File: src/rtl/systime_pkg.sv
package systime_pkg;

    localparam int unsigned REG_ADDR_W = 2;

    typedef enum logic [REG_ADDR_W-1:0] {
        REG_TIME_LO = 2'd0,
        REG_TIME_HI = 2'd1,
        REG_RATE    = 2'd2,
        REG_CTRL    = 2'd3
    } reg_sel_e;

    typedef enum logic {
        LD_IDLE   = 1'b0,
        LD_STAGED = 1'b1
    } load_state_e;

endpackage

File: src/rtl/systime_rate_gen.sv
module systime_rate_gen #(
    parameter int unsigned INC_W = 24,
    parameter int unsigned PER_W = 8
) (
    input  logic             clk,
    input  logic             rst_n,
    input  logic             base_tick,
    input  logic             pause,
    input  logic [INC_W-1:0] pend_inc,
    input  logic [PER_W-1:0] pend_per,
    output logic             add_pulse,
    output logic [INC_W-1:0] add_inc
);

    logic [PER_W-1:0] cnt_q;
    logic [INC_W-1:0] inc_act_q;
    logic [PER_W-1:0] per_act_q;
    logic [PER_W:0]   cnt_next;
    logic             period_done;

    always_comb begin
        cnt_next    = {1'b0, cnt_q} + 1'b1;
        period_done = base_tick && !pause && (cnt_next >= {1'b0, per_act_q});
        add_pulse   = period_done;
        add_inc     = inc_act_q;
    end

    always_ff @(posedge clk or negedge rst_n) begin
        if (!rst_n) begin
            cnt_q     <= '0;
            inc_act_q <= '0;
            per_act_q <= '0;
        end else if (pause || period_done) begin
            cnt_q     <= '0;
            inc_act_q <= pend_inc;
            per_act_q <= pend_per;
        end else if (base_tick) begin
            cnt_q <= cnt_next[PER_W-1:0];
        end
    end

    AST_TICK_GATED: assert property (@(posedge clk) disable iff (!rst_n)
        (!base_tick || pause) |-> !add_pulse);
    AST_CNT_IN_RANGE: assert property (@(posedge clk) disable iff (!rst_n)
        (cnt_q == '0) || (cnt_q < per_act_q));
    AST_PAUSE_CLEARS_CNT: assert property (@(posedge clk) disable iff (!rst_n)
        pause |=> (cnt_q == '0));

endmodule

File: src/rtl/systime_core.sv
module systime_core #(
    parameter int unsigned TIME_W = 64,
    parameter int unsigned INC_W  = 24
) (
    input  logic              clk,
    input  logic              rst_n,
    input  logic              add_pulse,
    input  logic [INC_W-1:0]  add_inc,
    input  logic              load_en,
    input  logic [TIME_W-1:0] load_val,
    output logic [TIME_W-1:0] time_now
);

    localparam int unsigned PAD_W = TIME_W - INC_W;

    logic [TIME_W-1:0] time_q;
    logic [TIME_W-1:0] step;

    always_comb begin
        step     = {{PAD_W{1'b0}}, add_inc};
        time_now = time_q;
    end

    always_ff @(posedge clk or negedge rst_n) begin
        if (!rst_n) begin
            time_q <= '0;
        end else if (load_en) begin
            time_q <= load_val;
        end else if (add_pulse) begin
            time_q <= time_q + step;
        end
    end

    AST_LOAD_EXACT: assert property (@(posedge clk) disable iff (!rst_n)
        load_en |=> (time_q == $past(load_val)));
    AST_IDLE_HOLD: assert property (@(posedge clk) disable iff (!rst_n)
        (!load_en && !add_pulse) |=> (time_q == $past(time_q)));
    AST_WRAP_STEP: assert property (@(posedge clk) disable iff (!rst_n)
        (add_pulse && !load_en) |=> (time_q == $past(time_q) + {{PAD_W{1'b0}}, $past(add_inc)}));

endmodule

File: src/rtl/systime_regif.sv
module systime_regif
    import systime_pkg::*;
#(
    parameter int unsigned DATA_W = 32,
    parameter int unsigned INC_W  = 24,
    parameter int unsigned PER_W  = 8
) (
    input  logic                  clk,
    input  logic                  rst_n,
    input  logic [REG_ADDR_W-1:0] bus_addr,
    input  logic [DATA_W-1:0]     bus_wdata,
    input  logic                  bus_we,
    input  logic                  bus_re,
    input  logic [2*DATA_W-1:0]   time_now,
    output logic [DATA_W-1:0]     bus_rdata,
    output logic                  pause,
    output logic [INC_W-1:0]      pend_inc,
    output logic [PER_W-1:0]      pend_per,
    output logic                  load_en,
    output logic [2*DATA_W-1:0]   load_val
);

    localparam int unsigned PAUSE_BIT = DATA_W - 1;

    load_state_e      state_q, state_d;
    reg_sel_e         sel;
    logic             wr_lo, wr_hi, wr_rate, wr_ctrl;
    logic [DATA_W-1:0] staged_lo_q;
    logic [DATA_W-1:0] shadow_hi_q;
    logic [DATA_W-1:0] rate_word, ctrl_word;

    always_comb begin
        sel     = reg_sel_e'(bus_addr);
        wr_lo   = bus_we && (sel == REG_TIME_LO);
        wr_hi   = bus_we && (sel == REG_TIME_HI);
        wr_rate = bus_we && (sel == REG_RATE);
        wr_ctrl = bus_we && (sel == REG_CTRL);
    end

    // Load sequencer: next state
    always_comb begin
        state_d = state_q;
        unique case (state_q)
            LD_IDLE:   if (wr_lo) state_d = LD_STAGED;
            LD_STAGED: if (wr_hi) state_d = LD_IDLE;
            default:   state_d = LD_IDLE;
        endcase
    end

    // Load sequencer: state register
    always_ff @(posedge clk or negedge rst_n) begin
        if (!rst_n) state_q <= LD_IDLE;
        else        state_q <= state_d;
    end

    // Load sequencer: outputs
    always_comb begin
        load_en  = 1'b0;
        load_val = {bus_wdata, staged_lo_q};
        unique case (state_q)
            LD_IDLE:   load_en = 1'b0;
            LD_STAGED: load_en = wr_hi;
            default:   load_en = 1'b0;
        endcase
    end

    always_ff @(posedge clk or negedge rst_n) begin
        if (!rst_n) begin
            staged_lo_q <= '0;
            pend_inc    <= '0;
            pend_per    <= '0;
            pause       <= 1'b0;
        end else begin
            if (wr_lo) staged_lo_q <= bus_wdata;
            if (wr_rate) begin
                pend_inc <= bus_wdata[INC_W-1:0];
                pend_per <= bus_wdata[INC_W +: PER_W];
            end
            if (wr_ctrl) pause <= bus_wdata[PAUSE_BIT];
        end
    end

    always_comb begin
        rate_word                 = '0;
        rate_word[INC_W-1:0]      = pend_inc;
        rate_word[INC_W +: PER_W] = pend_per;
        ctrl_word                 = '0;
        ctrl_word[PAUSE_BIT]      = pause;
    end

    always_ff @(posedge clk or negedge rst_n) begin
        if (!rst_n) begin
            bus_rdata   <= '0;
            shadow_hi_q <= '0;
        end else if (bus_re) begin
            unique case (sel)
                REG_TIME_LO: begin
                    bus_rdata   <= time_now[DATA_W-1:0];
                    shadow_hi_q <= time_now[2*DATA_W-1:DATA_W];
                end
                REG_TIME_HI: bus_rdata <= shadow_hi_q;
                REG_RATE:    bus_rdata <= rate_word;
                REG_CTRL:    bus_rdata <= ctrl_word;
                default:     bus_rdata <= '0;
            endcase
        end
    end

    AST_STAGE_FROM_LO: assert property (@(posedge clk) disable iff (!rst_n)
        $rose(state_q == LD_STAGED) |-> $past(wr_lo));
    AST_HI_READ_SHADOW: assert property (@(posedge clk) disable iff (!rst_n)
        (bus_re && sel == REG_TIME_HI) |=> (bus_rdata == shadow_hi_q));
    AST_LONE_HI_NO_LOAD: assert property (@(posedge clk) disable iff (!rst_n)
        (state_q == LD_IDLE) |-> !load_en);

endmodule

File: src/rtl/systime_counter.sv
module systime_counter
    import systime_pkg::*;
#(
    parameter int unsigned DATA_W = 32,
    parameter int unsigned INC_W  = 24,
    parameter int unsigned PER_W  = 8
) (
    input  logic                  clk,
    input  logic                  rst_n,
    input  logic                  base_tick,
    input  logic [REG_ADDR_W-1:0] bus_addr,
    input  logic [DATA_W-1:0]     bus_wdata,
    input  logic                  bus_we,
    input  logic                  bus_re,
    output logic [DATA_W-1:0]     bus_rdata
);

    localparam int unsigned TIME_W = 2 * DATA_W;

    logic              pause;
    logic [INC_W-1:0]  pend_inc;
    logic [PER_W-1:0]  pend_per;
    logic              load_en;
    logic [TIME_W-1:0] load_val;
    logic [TIME_W-1:0] time_now;
    logic              add_pulse;
    logic [INC_W-1:0]  add_inc;

    systime_regif #(.DATA_W(DATA_W), .INC_W(INC_W), .PER_W(PER_W)) u_regif (
        .clk(clk), .rst_n(rst_n),
        .bus_addr(bus_addr), .bus_wdata(bus_wdata),
        .bus_we(bus_we), .bus_re(bus_re),
        .time_now(time_now), .bus_rdata(bus_rdata),
        .pause(pause), .pend_inc(pend_inc), .pend_per(pend_per),
        .load_en(load_en), .load_val(load_val)
    );

    systime_rate_gen #(.INC_W(INC_W), .PER_W(PER_W)) u_rate (
        .clk(clk), .rst_n(rst_n),
        .base_tick(base_tick), .pause(pause),
        .pend_inc(pend_inc), .pend_per(pend_per),
        .add_pulse(add_pulse), .add_inc(add_inc)
    );

    systime_core #(.TIME_W(TIME_W), .INC_W(INC_W)) u_core (
        .clk(clk), .rst_n(rst_n),
        .add_pulse(add_pulse), .add_inc(add_inc),
        .load_en(load_en), .load_val(load_val),
        .time_now(time_now)
    );

endmodule

File: config.mk
export PLATFORM = sky130hd
export DESIGN_NAME = systime_counter
export DESIGN_NICKNAME = d
export VERILOG_FILES = /design/src/rtl/systime_pkg.sv /design/src/rtl/systime_rate_gen.sv /design/src/rtl/systime_core.sv /design/src/rtl/systime_regif.sv /design/src/rtl/systime_counter.sv
export SDC_FILE = /design/constraint.sdc
export NUM_CORES = 1
export LEC_CHECK = 0
export BUFFER_PORTS_ARGS = -buffer_cell sky130_fd_sc_hd__buf_2
export CORE_MARGIN = 4
export CORE_UTILIZATION = 63
export CTS_BUF_LIST = sky130_fd_sc_hd__clkbuf_8
export DETAILED_ROUTE_END_ITERATION = 8
export HOLD_SLACK_MARGIN = 0.02
export PLACE_DENSITY_LB_ADDON = 0.3
export SLEW_MARGIN = 20
export SYNTH_ARGS = -nofsm -noshare
export SYNTH_HDL_FRONTEND = slang
export SYNTH_SLANG_ARGS = --single-unit
File: constraint.sdc
create_clock -name clk -period 3.5 [get_ports clk]
set_clock_uncertainty 0.1 [all_clocks]
set_input_delay 1.05 -clock clk [delete_from_list [all_inputs] [get_ports clk]]
set_output_delay 1.05 -clock clk [all_outputs]
set_load 0.01 [all_outputs]
# [Yosys cells after proc, flatten, opt, wreduce, memory -nomap -nowiden]
# Index checks and enable logic that the tools add are counted.
# W data, S select, Z words.
[word_totals] wordCells=39 out_inout_bits=32 inputBits=39 reg_bits=234
[op_classes] eq_ne=3 reduce_logical=12 bitwise_logic=1 mux=9 add_sub_neg=2 magnitude_cmp=1
[op_table] operator="$mux W64" count=2
[op_table] operator="$pmux W32 S4" count=1
[op_table] operator="$add A64 B24 Y64" count=1
[op_table] operator="$mux W8" count=2
[op_table] operator="$add A8 B1 Y9 const B" count=1
[op_table] operator="$ge A9 B8 Y1" count=1
[op_table] operator="$logic_and A1 B1 Y1" count=6
[op_table] operator="$eq A2 B2 Y1 const B" count=2
[op_table] operator="$pmux W1 S2" count=2
[op_table] operator="$reduce_bool A2 Y1" count=2
[op_table] operator="$eq A2 B1 Y1 const B" count=1
[op_table] operator="$logic_not A2 Y1" count=1
[op_table] operator="$mux W1" count=2
[op_table] operator="$reduce_and A2 Y1" count=1
[op_table] operator="$logic_not A1 Y1" count=1
[op_table] operator="$logic_or A1 B1 Y1" count=1
[op_table] operator="$not A1 Y1" count=1

# [Logic depth before layout (Yosys ltp)]
# Gate-level depths: netlist (run 1).
[logic_depth] ltp_word=5 mapped_depth=15 depth_no_buf=13

# [Cells and area by module]
# From an unflattened synthesis (run 1), not the netlist that was laid out.
[unflattened] cells_unflattened=1357 hier_area_um2=13580.5
[by_module_without_submodules] module="systime_regif" instances=1 cells_per_inst=455 seq_area_each_um2=3253.1 area_per_inst_um2=5839.4
[by_module_without_submodules] module="systime_core" instances=1 cells_per_inst=599 seq_area_each_um2=1601.5 area_per_inst_um2=5006.1
[by_module_without_submodules] module="systime_rate_gen" instances=1 cells_per_inst=303 seq_area_each_um2=1001.0 area_per_inst_um2=2735.1

# [Worst setup path before layout (run 1)]
# Ideal clock, no wire load.
[synth_timing] kind="reg-to-reg" startpoint="register u_rate.cnt_q[0]" endpoint="register u_rate.inc_act_q[10] (netlist: u_rate.add_inc[10])" path_slack_ns=0.327 required_time_ns=3.275 period_less_slack_ns=3.173 setup_time_ns=0.125 path_stages_with_launch=15 n_path_buf=2 arrival_ns=2.948 cell_sequence="dfrtp_1 -> ha_1 -> nand2_1 -> nor2_1 -> xor2_1 -> ha_1 -> a21oi_1 -> nand2_1 -> a31oi_1 -> o21ai_1 -> and2_1 -> clkbuf_1 -> nor2_1 -> clkbuf_1 -> mux2_2"
[synth_via] elab_chain_cells=4
[synth_lines] element="start: declaration" line_no="systime_rate_gen.sv:15" text="logic [PER_W-1:0] cnt_q;"
[synth_lines] element="start signal: assignment" line_no="systime_rate_gen.sv:38" text="cnt_q <= cnt_next[PER_W-1:0];"
[synth_lines] element="$add A8 B1 Y9" line_no="systime_rate_gen.sv:22" text="cnt_next = {1'b0, cnt_q} + 1'b1;"
[synth_lines] element="$ge A9 B8 Y1" line_no="systime_rate_gen.sv:23" text="period_done = base_tick && !pause && (cnt_next >= {1'b0, per_act_q});"
[synth_lines] element="$logic_and A1 B1 Y1" line_no="systime_rate_gen.sv:23"
[synth_lines] element="$logic_or A1 B1 Y1" line_no="systime_rate_gen.sv:33" text="end else if (pause || period_done) begin"
[synth_lines] element="end signal: assignment" line_no="systime_rate_gen.sv:35" text="inc_act_q <= pend_inc;"
[synth_lines] element="end: declaration" line_no="systime_rate_gen.sv:16" text="logic [INC_W-1:0] inc_act_q;"
# Every way passes these cells.
# A chain may end at the register's enable or synchronous reset.

# [Worst setup path after layout (run 1)]
[layout_timing] startpoint="register u_core.time_q[0] (netlist: u_core.time_now[0])" endpoint="register u_core.time_q[62] (netlist: u_core.time_now[62])"
[layout_via] elab_chain_cells=3
[layout_lines] element="start: declaration" line_no="systime_core.sv:16" text="logic [TIME_W-1:0] time_q;"
[layout_lines] element="start signal: assignment" line_no="systime_core.sv:28" text="time_q <= load_val;"
[layout_lines] element="start signal: assignment" line_no="systime_core.sv:30" text="time_q <= time_q + step;"
[layout_lines] element="$add A64 B24 Y64" line_no="systime_core.sv:30"
[layout_lines] element="$mux W64" line_no="systime_core.sv:29" text="end else if (add_pulse) begin"
[layout_lines] element="$mux W64" line_no="systime_core.sv:27" text="end else if (load_en) begin"
# Every way passes these cells. The select of a mux whose other input is x is not followed.

==> out/qor.tcl, run 1 <==
set qor(status) {finished, final reports clean}
set qor(clkSlewWorstSetupHoldPaths_ps) 60
set qor(ant_nets) 0
set qor(clock_power_share_pct) 21.7
set qor(worst_path_dominant_cell_family) {compound AO/OA/AOI/OAI gates}
set qor(vias) 9284
set qor(max_stage_delay_ps) 530
set qor(ys_warn_count) 0
set qor(p_int_w) 0.00644
set qor(core-area_mm2) 0.0186
set qor(core.rowCount) 50
set qor(timing.critical_path.slowest_stage_cell) {or4_1}
set qor(post-route-period-util_pct) 94.9
set qor(finalMaxSlewViolations) 0
set qor(totalPowerFinal_w) 0.0103
set qor(timing.setup.tns_ps) 0
set qor(mappedNetlistArea_mm2) 0.0119
set qor(timing.final.crit_period_ps) 3320
set qor(comb_power_share_pct) 37.6
set qor(clock_tree.root_cell) {clkbuf_8}
set qor(layout.area.seq_mm2) 0.00586
set qor(place.port_buffers) 70
set qor(routed_via_density) 6.25
set qor(synth.distinct_cells) 65
set qor(netlist.top_cell.by_area) {dfrtp_1}
set qor(drc_errors) 0
set qor(synth_cells) 1145
set qor(avg_synthesized_cell_area_um2) 10.4
set qor(synth-edff-count) 0
set qor(drt_iter0_drc) 686
set qor(cp_num_buf_inv) 1
set qor(cts_num_sinks) 234
set qor(fill_cells) 1355
set qor(postRouteWirelength_um) 30000
set qor(routabilityCongestion) 0.898
set qor(grt_max_degree) 74
set qor(io_pins) 71
set qor(worstPathMaxFanout) 13
set qor(worst_path_depth) 11
set qor(post_synth_main_area_contributors) {dfrtp_1 (49%), mux2_2 (12%), a21oi_1 (4.4%)}
set qor(post-dp-hpwl_um) 20900
set qor(nets_final) 1300
set qor(share_of_layout_cells_above_drive_strength_1_pct) 24.5
set qor(regToRegSetupSlack_ps) 180
set qor(cts_buf_count) 40
set qor(multiInputGateArea_mm2) 0.00581
set qor(ys_dominant_reg_cell) {dfrtp_1}
set qor(tritoncts) {yes}
set qor(fmax_mhz) 301
set qor(power_leakage_nw) 6.01
set qor(power.switching_w) 0.00384
set qor(rsz0062_at_grt) {no}
set qor(synth.net_count) 1218
set qor(power.density_cell_area_mw_per_mm2) 766
set qor(worst_hold_path_type) {primary input to asynchronous set/reset pin}
set qor(ff2ff_path_depth) 11
set qor(global_route.overflow_total) 0
set qor(antenna_found_initial) 0
set qor(setup_viol) 0
set qor(wire_length_of_the_first_global_routing_pass_um) 49500
set qor(crit_chain) {ha_1 > inv_1 > fa_1 > nor2b_1 > o2111ai_1 > a31oi_2 > a221oi_1 > a31o_2 > or4_1 > xor2_1 > a21oi_1}
set qor(fp.dieH_um) 146
set qor(ys_top_cells_by_count) {dfrtp_1 (234), mux2_2 (132), nor2_1 (111)}
set qor(worst_r2r_endpoint) {u_core.time_now[62]}
set qor(startpoint_of_the_lowest_slack_register_to_register_path) {u_core.time_now[0]}
set qor(area.growth.synth_to_final_pct) 12.5
set qor(seq_power_share_pct) 40.7
set qor(crit_required_ps) 3850
set qor(floorplan_die_area_mm2) 0.0212
set qor(drt-wirelength-per-cell_um) 20.2
set qor(synthDominantCellAreaShare_pct) 49.1
set qor(critical_path_class) {register to register}
set qor(firstDrtPassIters) 5
set qor(peakVddDrop_mv) 0.477
set qor(max_cap_viol_count) 0
set qor(vias_in_the_first_global_route) 9337
set qor(worst_skew_pair.late_latency_ps) 540
set qor(chipWidth_um) 146
set qor(critPathLaunchType) {register}
set qor(max_slew_margin_pct) 59.0
set qor(yosys.cell_count.top_type) {dfrtp_1}
set qor(floorplan.initialDensity_pct) 64.0
set qor(n_antenna_cell) 0
set qor(postSynthRegisterBits) 234
set qor(netSwitchingFraction_pct) 37.4
set qor(synth_seq_area_share_pct) 49.1
set qor(max_slew.worst_pin.slew_ps) 615
set qor(crit_arrival_ps) 3680
set qor(endpoint_kind) {register}
set qor(buffers_from_clock_root_to_sink_at_most) 3
set qor(grt_util_all_layers_pct) 28.6
set qor(ctsHtreeMaxLevel) 2
set qor(async_reset_ff_share_pct) 100
set qor(report.final.hold_viol_count) 0
==> per-stage QoR <==
| stage | util (%) | hold WS (ps) | area, um2 | cells | setup slack [ps] |
|---|---|---|---|---|---|
| after floorplan | - | 345 | 11900 | 1145 | 327 |
| after global placement | 68.1 | 356 | 12700 | 1419 | 311 |
| after detailed placement | 68.1 | 360 | 12700 | 1419 | 155 |
| after CTS | 71.9 | 373 | 13400 | 1486 | 140 |
| after global routing | 72.0 | 391 | 13400 | 1486 | 32.4 |
| final | 72.0 | 367 | 13400 | 1486 | 178 |
==> worst reg2reg max path, delay by kind of cell (launching register included) <==
family / cells / cell delay [ps]
buffers and inverters: 1 / 80
AOI/OAI and AO/OA: 5 / 1180
xor gates and xnor gates: 1 / 160
adders and majority gates: 2 / 620
DFF: 1 / 370
and+or+nand+nor: 2 / 760
==> power groups by stage <==
stage | combinational (W) | clock (W) | sequential (W)
after floorplan | 0.00279 | 0 | 0.00403
after global placement | 0.00365 | 0 | 0.00417
after detailed placement | 0.00377 | 0 | 0.00421
after CTS | 0.00381 | 0.00228 | 0.00417
after global routing | 0.00425 | 0.00241 | 0.00427
final | 0.00386 | 0.00223 | 0.00419
==> cell families after synthesis <==
group / after synthesis / share of synthesized area, %
AO/OA/AOI/OAI: 228 / 11.0
XOR/XNOR: 52 / 3.82
flip-flops: 234 / 49.1
buffers and inverters: 81 / 2.63
AND/OR/NAND/NOR: 346 / 14.1
adder cells (fa/ha/maj): 34 / 3.63
multiplexers: 170 / 15.7
==> repair_timing <==
item,in CTS,in global routing
setup buffers,0,0
setup endpoints to repair,0,52
hold buffers,0,0
hold endpoints to repair,0,0
resized for setup,0,4
==> how the worst max path moves through the flow <==
stage,start,end,slack (ps)
2_1_floorplan,u_rate.cnt_q[0],u_rate.add_inc[10],330
3_3_place_gp,u_rate.cnt_q[0],u_core.time_now[35],310
3_5_place_dp,u_rate.cnt_q[0],u_core.time_now[37],150
4_1_cts,u_rate.cnt_q[0],u_core.time_now[37],140
5_1_grt,u_core.time_now[0],u_core.time_now[62],30
6_report,u_core.time_now[0],u_core.time_now[62],180
==> layer usage <==
layer | track usage, % | wire [um]
met1 | 39.7 | 12900
met2 | 46.2 | 14600
met3 | 4.58 | 1830
met4 | 10.0 | 757
met5 | 0 | 0
==> cell type report <==
class	instances	share of cell area [%]
well taps	234	2.18
flip-flops and latches	234	43.6
clock buffers	46	4.72
repair buffers	103	5.09
multi-input cells	830	43.3
inverters	18	0.503
clock inverters	21	0.615
==> sequential cells by signal (all words and copies together), names as in the netlist <==
signal / flops
u_core.time_now: 64
u_regif.bus_rdata: 32
u_regif.shadow_hi_q: 32
u_regif.staged_lo_q: 32
u_rate.add_inc: 24
u_regif.pend_inc: 24
u_rate.cnt_q: 8
u_rate.per_act_q: 8
u_regif.pend_per: 8
u_regif.pause: 1
u_regif.state_q: 1
==> cells in the final DEF (no fill, tap or decap), types with 5 or more instances in the layout <==
cell type	synthesis	layout
a211oi_1	7	7
a21o_1	10	10
a21oi_1	104	104
a31oi_1	18	17
and2_1	6	5
and3_1	19	18
buf_12	0	6
buf_2	2	69
buf_4	0	27
clkbuf_8	0	46
dfrtp_1	234	234
ha_1	33	33
inv_1	18	36
mux2_2	132	132
mux2i_1	37	37
nand2_1	93	93
nand2b_1	10	10
nand3_1	27	26
nand4_1	13	13
nor2_1	111	110
nor2b_1	7	6
nor3_1	11	11
nor4_1	17	17
o21a_1	5	5
o21ai_0	52	52
or3_1	5	5
xnor2_1	35	35
xor2_1	17	17
Power figures use the tool's default switching activity.
==> run 2: changes to the inputs <==
CORE_MARGIN = 5   (was 4)
==> out/qor.tcl, run 2 (synthesized netlist as in run 1, its figures left out) <==
set qor(critPathLaunchType) {register}
set qor(max_cap_viol_count) 0
set qor(cts_buf_count) 40
set qor(max_slew_margin_pct) 57.0
set qor(worst_hold_path_type) {register to register}
set qor(routabilityCongestion) 0.913
set qor(final_cell_mix) {dfrtp_1 (234), mux2_2 (132), nor2_1 (110)}
set qor(post-dp-hpwl_um) 21000
set qor(setup_viol) 0
set qor(finalNonFillerCells) 1487
set qor(ant_nets) 0
set qor(final_core_util_pct) 72.1
set qor(place.port_buffers) 70
set qor(worst_skew_pair.late_latency_ps) 550
set qor(post-route-period-util_pct) 95.7
set qor(cts_num_sinks) 234
set qor(timing.critical_path.slowest_stage_cell) {or4_1}
set qor(clkSlewWorstSetupHoldPaths_ps) 60
set qor(fp.dieH_um) 148
set qor(postRouteWirelength_um) 30100
set qor(core.rowCount) 50
set qor(routed_via_density) 6.23
set qor(firstDrtPassIters) 5
set qor(chipWidth_um) 148
set qor(max_stage_delay_ps) 510
set qor(nets_final) 1301
set qor(max_slew.worst_pin.slew_ps) 645
set qor(floorplan.initialDensity_pct) 63.8
set qor(vias_in_the_first_global_route) 9411
set qor(grt_max_degree) 82
set qor(fmax_mhz) 299
set qor(area.growth.synth_to_final_pct) 13.1
set qor(crit_arrival_ps) 3700
set qor(crit_required_ps) 3850
set qor(endpoint_kind) {register}
set qor(cp_num_buf_inv) 2
set qor(crit_chain) {ha_1 > inv_1 > fa_1 > nor2b_1 > o2111ai_1 > a31oi_1 > buf_4 > a221oi_1 > a31o_2 > or4_1 > xor2_1 > a21oi_1}
set qor(buffers_from_clock_root_to_sink_at_most) 3
set qor(wire_length_of_the_first_global_routing_pass_um) 49300
set qor(drc_errors) 0
set qor(vias) 9263
set qor(power.density_cell_area_mw_per_mm2) 780
set qor(n_antenna_cell) 0
set qor(critical_path_class) {register to register}
set qor(rsz0062_at_grt) {no}
set qor(layout.area.seq_mm2) 0.00586
set qor(finalMaxSlewViolations) 0
set qor(peakVddDrop_mv) 0.414
set qor(share_of_layout_cells_above_drive_strength_1_pct) 25.1
set qor(largest_register_ffs) 64
set qor(fin_hold_ws_ps) 381
set qor(holdBufCountCts) 0
set qor(drt_iter0_drc) 767
set qor(io_pins) 71
set qor(clock_tree.root_cell) {clkbuf_8}
set qor(fill_cells) 1354
set qor(floorplan_die_area_mm2) 0.0218
set qor(worst_path_dominant_cell_family) {compound AO/OA/AOI/OAI gates}
set qor(ctsHtreeMaxLevel) 2
set qor(timing.setup.tns_ps) 0
set qor(report.final.hold_viol_count) 0
set qor(dp_cells) 1420
set qor(status) {finished, final reports clean}
set qor(timing.final.crit_period_ps) 3350
set qor(drt-wirelength-per-cell_um) 20.3
set qor(global_route.overflow_total) 0
set qor(antenna_found_initial) 0
set qor(grt_util_all_layers_pct) 28.1
set qor(power_leakage_nw) 6.01
set qor(multiInputGateArea_mm2) 0.00579
set qor(layout.cells.most_common) {dfrtp_1}
set qor(worstPathMaxFanout) 13
set qor(core-area_mm2) 0.0187
set qor(tritoncts) {yes}
[run 2: cell types whose count changed in the layout (fill, tap and decap cells not counted), moves of 2 or more]
cell,previous run,this run
clkbuf_8,46,49
inv_1,36,27
clkinvlp_4,0,2
clkinv_2,3,5
buf_4,27,29
bufinv_16,0,2
[run 2: per-stage QoR]
step                      setup slack [ps]  instance area, um2  total power, W
after floorplan                        327               11900         0.00682
after global placement                 294               12700         0.00781
after detailed placement               187               12700         0.00797
after CTS                              178               13500          0.0105
after global routing                  2.44               13500          0.0112
final                                  150               13500          0.0105
[run 2: final timing paths]
check                                       start              endpoint  slack, ps  cells past startpoint
max                            u_core.time_now[0]   u_core.time_now[62]        150                     12
min                        u_regif.staged_lo_q[6]    u_core.time_now[6]        380                      2
max reg2reg                    u_core.time_now[0]   u_core.time_now[62]        150                     12
min reg2reg                u_regif.staged_lo_q[6]    u_core.time_now[6]        380                      2
max in group asynchronous                   rst_n  u_regif.bus_rdata[4]       2160                      2
min in group asynchronous                   rst_n       u_rate.cnt_q[5]        390                      1
[run 2: what timing repair did]
action,CTS,global route
buffers inserted,0,0
endpoints found under the setup margin,0,25
gates resized for setup,0,1
hold endpoints to repair,0,0
[run 2: layer usage]
| metal | up-vias | global-route usage (%) | part of all wire, % |
|---|---|---|---|
| li1 | 4261 | - | - |
| met1 | 4583 | 38.3 | 43 |
| met2 | 339 | 45.6 | 48 |
| met3 | 80 | 5.09 | 6.2 |
| met4 | 0 | 9.93 | 2.9 |
| met5 | - | 0 | 0 |
[run 2: worst reg2reg max path, stage by stage (launching register included)]
cell	delay, ps
dfrtp_1	370
ha_1	220
inv_1	70
fa_1	390
nor2b_1	260
o2111ai_1	170
a31oi_1	200
buf_4	170
a221oi_1	130
a31o_2	400
or4_1	520
xor2_1	160
a21oi_1	140
[run 2: cell type report]
cell class / count / area share (%)
sequential: 234 / 43.4
clock inverter: 18 / 0.992
multi-input combinational: 830 / 42.9
tap: 234 / 2.17
inverter: 18 / 0.501
timing repair buffer: 104 / 5.03
clock buffer: 49 / 5.00
[run 2: power by group]
group,switching (W),internal [W],total (W)
clock network,0.00108,0.00141,0.00248
logic,0.00211,0.00173,0.00385
registers,0.000679,0.00352,0.00420
total,0.00387,0.00666,0.0105
==> run 3: changes to the inputs <==
--- a/config.mk
+++ b/config.mk
@@ -7,4 +7,5 @@
 export LEC_CHECK = 0
 export BUFFER_PORTS_ARGS = -buffer_cell sky130_fd_sc_hd__buf_2
+export CORE_ASPECT_RATIO = 0.75
 export CORE_MARGIN = 5
 export CORE_UTILIZATION = 63
==> constraint.sdc (replaced) <==
create_clock -name clk -period 3.5 [get_ports clk]
set_clock_uncertainty 0.1 [all_clocks]
set_input_delay 1.05 -clock clk [delete_from_list [all_inputs] [get_ports clk]]
set_output_delay 1.05 -clock clk [all_outputs]
set_load 0.1 [all_outputs]
==> out/qor.tcl, run 3 (synthesized netlist as in run 1, its figures left out) <==
set qor(buffers_from_clock_root_to_sink_at_most) 3
set qor(max_stage_delay_ps) 530
set qor(setup_viol) 0
set qor(cts_num_sinks) 234
set qor(peakVddDrop_mv) 0.492
set qor(worst_slack_ps) 157
set qor(crit_path_start) {u_core.time_now[0]}
set qor(wire_length_of_the_first_global_routing_pass_um) 50900
set qor(max_cap_viol_count) 0
set qor(dp_slack_ps) 130
set qor(core-area_mm2) 0.0186
set qor(global_route.overflow_total) 0
set qor(ant_nets) 0
set qor(crit_required_ps) 3820
set qor(timing.hold.worst.start) {u_regif.staged_lo_q[2]}
set qor(crit_arrival_ps) 3660
set qor(post-dp-hpwl_um) 22200
set qor(drc_errors) 0
set qor(postRouteWirelength_um) 31300
set qor(antenna_found_initial) 0
set qor(area.growth.synth_to_final_pct) 12.9
set qor(routabilityCongestion) 0.928
set qor(power.density_cell_area_mw_per_mm2) 815
set qor(routed_via_density) 6.32
set qor(rsz0062_at_grt) {no}
set qor(worst_skew_pair.late_latency_ps) 560
set qor(timing.critical_path.slowest_stage_cell) {or4_1}
set qor(final_cell_mix) {dfrtp_1 (234), mux2_2 (132), nor2_1 (110)}
set qor(largest_register_ffs) 64
set qor(floorplan_die_area_mm2) 0.0218
set qor(chipWidth_um) 169
set qor(min_path_cells) 2
set qor(ctsHtreeMaxLevel) 2
set qor(post-route-period-util_pct) 95.5
set qor(critical_path_class) {register to register}
set qor(totalPowerFinal_w) 0.0110
set qor(max_slew.worst_pin.slew_ps) 693
set qor(post_cts_buffers) 0
set qor(crit_chain) {ha_1 > inv_1 > fa_1 > nor2b_1 > o2111ai_1 > a31oi_1 > a221oi_1 > a31o_2 > or4_1 > xor2_1 > a21oi_1}
set qor(firstDrtPassIters) 7
set qor(clock_tree.root_cell) {clkbuf_8}
set qor(status) {finished, final reports clean}
set qor(fp.dieH_um) 129
set qor(vias) 9486
set qor(power_leakage_nw) 6.02
set qor(cts_buf_count) 37
set qor(tritoncts) {yes}
set qor(startpoint_of_the_lowest_slack_register_to_register_path) {u_core.time_now[0]}
set qor(clkSlewWorstSetupHoldPaths_ps) 70
set qor(fill_cells) 1340
set qor(nets_final) 1303
set qor(grt_max_degree) 84
set qor(share_of_layout_cells_above_drive_strength_1_pct) 24.9
set qor(ff2ff_path_depth) 11
set qor(core.rowCount) 43
set qor(timing.setup.tns_ps) 0
set qor(max_slew_margin_pct) 53.8
set qor(floorplan.initialDensity_pct) 64.3
set qor(layout.cells.most_common) {dfrtp_1}
set qor(fin_hold_ws_ps) 375
set qor(worst_hold_path_type) {register to register}
set qor(timing.final.crit_period_ps) 3340
set qor(critPathLaunchType) {register}
set qor(io_pins) 71
set qor(worstPathMaxFanout) 13
set qor(n_antenna_cell) 0
set qor(endpoint_kind) {register}
set qor(vias_in_the_first_global_route) 9370
set qor(finalMaxSlewViolations) 0
set qor(place.port_buffers) 70
set qor(drt-wirelength-per-cell_um) 20.9
set qor(drt_iter0_drc) 1008
set qor(fmax_mhz) 299
set qor(grt_util_all_layers_pct) 29.3
set qor(report.final.hold_viol_count) 0
-- run 3: final cells by class --
type | instances | area [um2] | share of cell area [%]
timing repair buffer | 109 | 716 | 5.31
clock buffer | 44 | 606 | 4.49
inverter | 18 | 67.6 | 0.501
multi-input combinational | 830 | 5800 | 43.1
tap | 247 | 309 | 2.29
sequential | 234 | 5860 | 43.4
clock inverter | 20 | 120 | 0.891
-- run 3: critical path, delay by kind of cell, from the launching register on --
family	cells	cell delay (ps)
buffers and inverters	1	70
DFF	1	370
and+or+nand+nor	2	730
adders and majority gates	2	600
xor gates and xnor gates	1	190
AOI/OAI and AO/OA	5	1160
-- run 3: report_power, final --
part	switching, W	internal, W	total (W)
Combinational	0.00270	0.00174	0.00444
Clock	0.00110	0.00122	0.00232
Sequential	0.000711	0.00351	0.00423
Total	0.00451	0.00647	0.0110
-- run 3: final timing paths --
kind / slack [ps] / end
min: 380 / u_core.time_now[2]
max in group asynchronous: 2200 / u_rate.cnt_q[1]
min reg2reg: 380 / u_core.time_now[2]
max: 160 / u_core.time_now[62]
min in group asynchronous: 390 / u_regif.pend_inc[18]
max reg2reg: 160 / u_core.time_now[62]
-- run 3: layer usage --
metal	global-route usage (%)	part of all wire (%)	vias to the layer above	wire [um]
met2	43.3	43	469	13300
li1	-	-	4259	-
met4	7.73	1.8	0	576
met1	44.5	46	4701	14300
met5	0	0	-	0
met3	6.04	9.9	57	3110
-- run 3: repair_timing --
| action | 4_1_cts | 5_1_grt |
|---|---|---|
| setup endpoints to repair | 0 | 11 |
| hold buffers | 0 | 0 |
| resized for setup | 0 | 3 |
-- run 3: metrics by stage --
stage	utilization [%]	instance area [um2]	cells
after floorplan	-	11900	1145
after global placement	68.6	12700	1438
after detailed placement	68.6	12700	1438
after CTS	72.5	13500	1502
after global routing	72.6	13500	1502
final	72.6	13500	1502
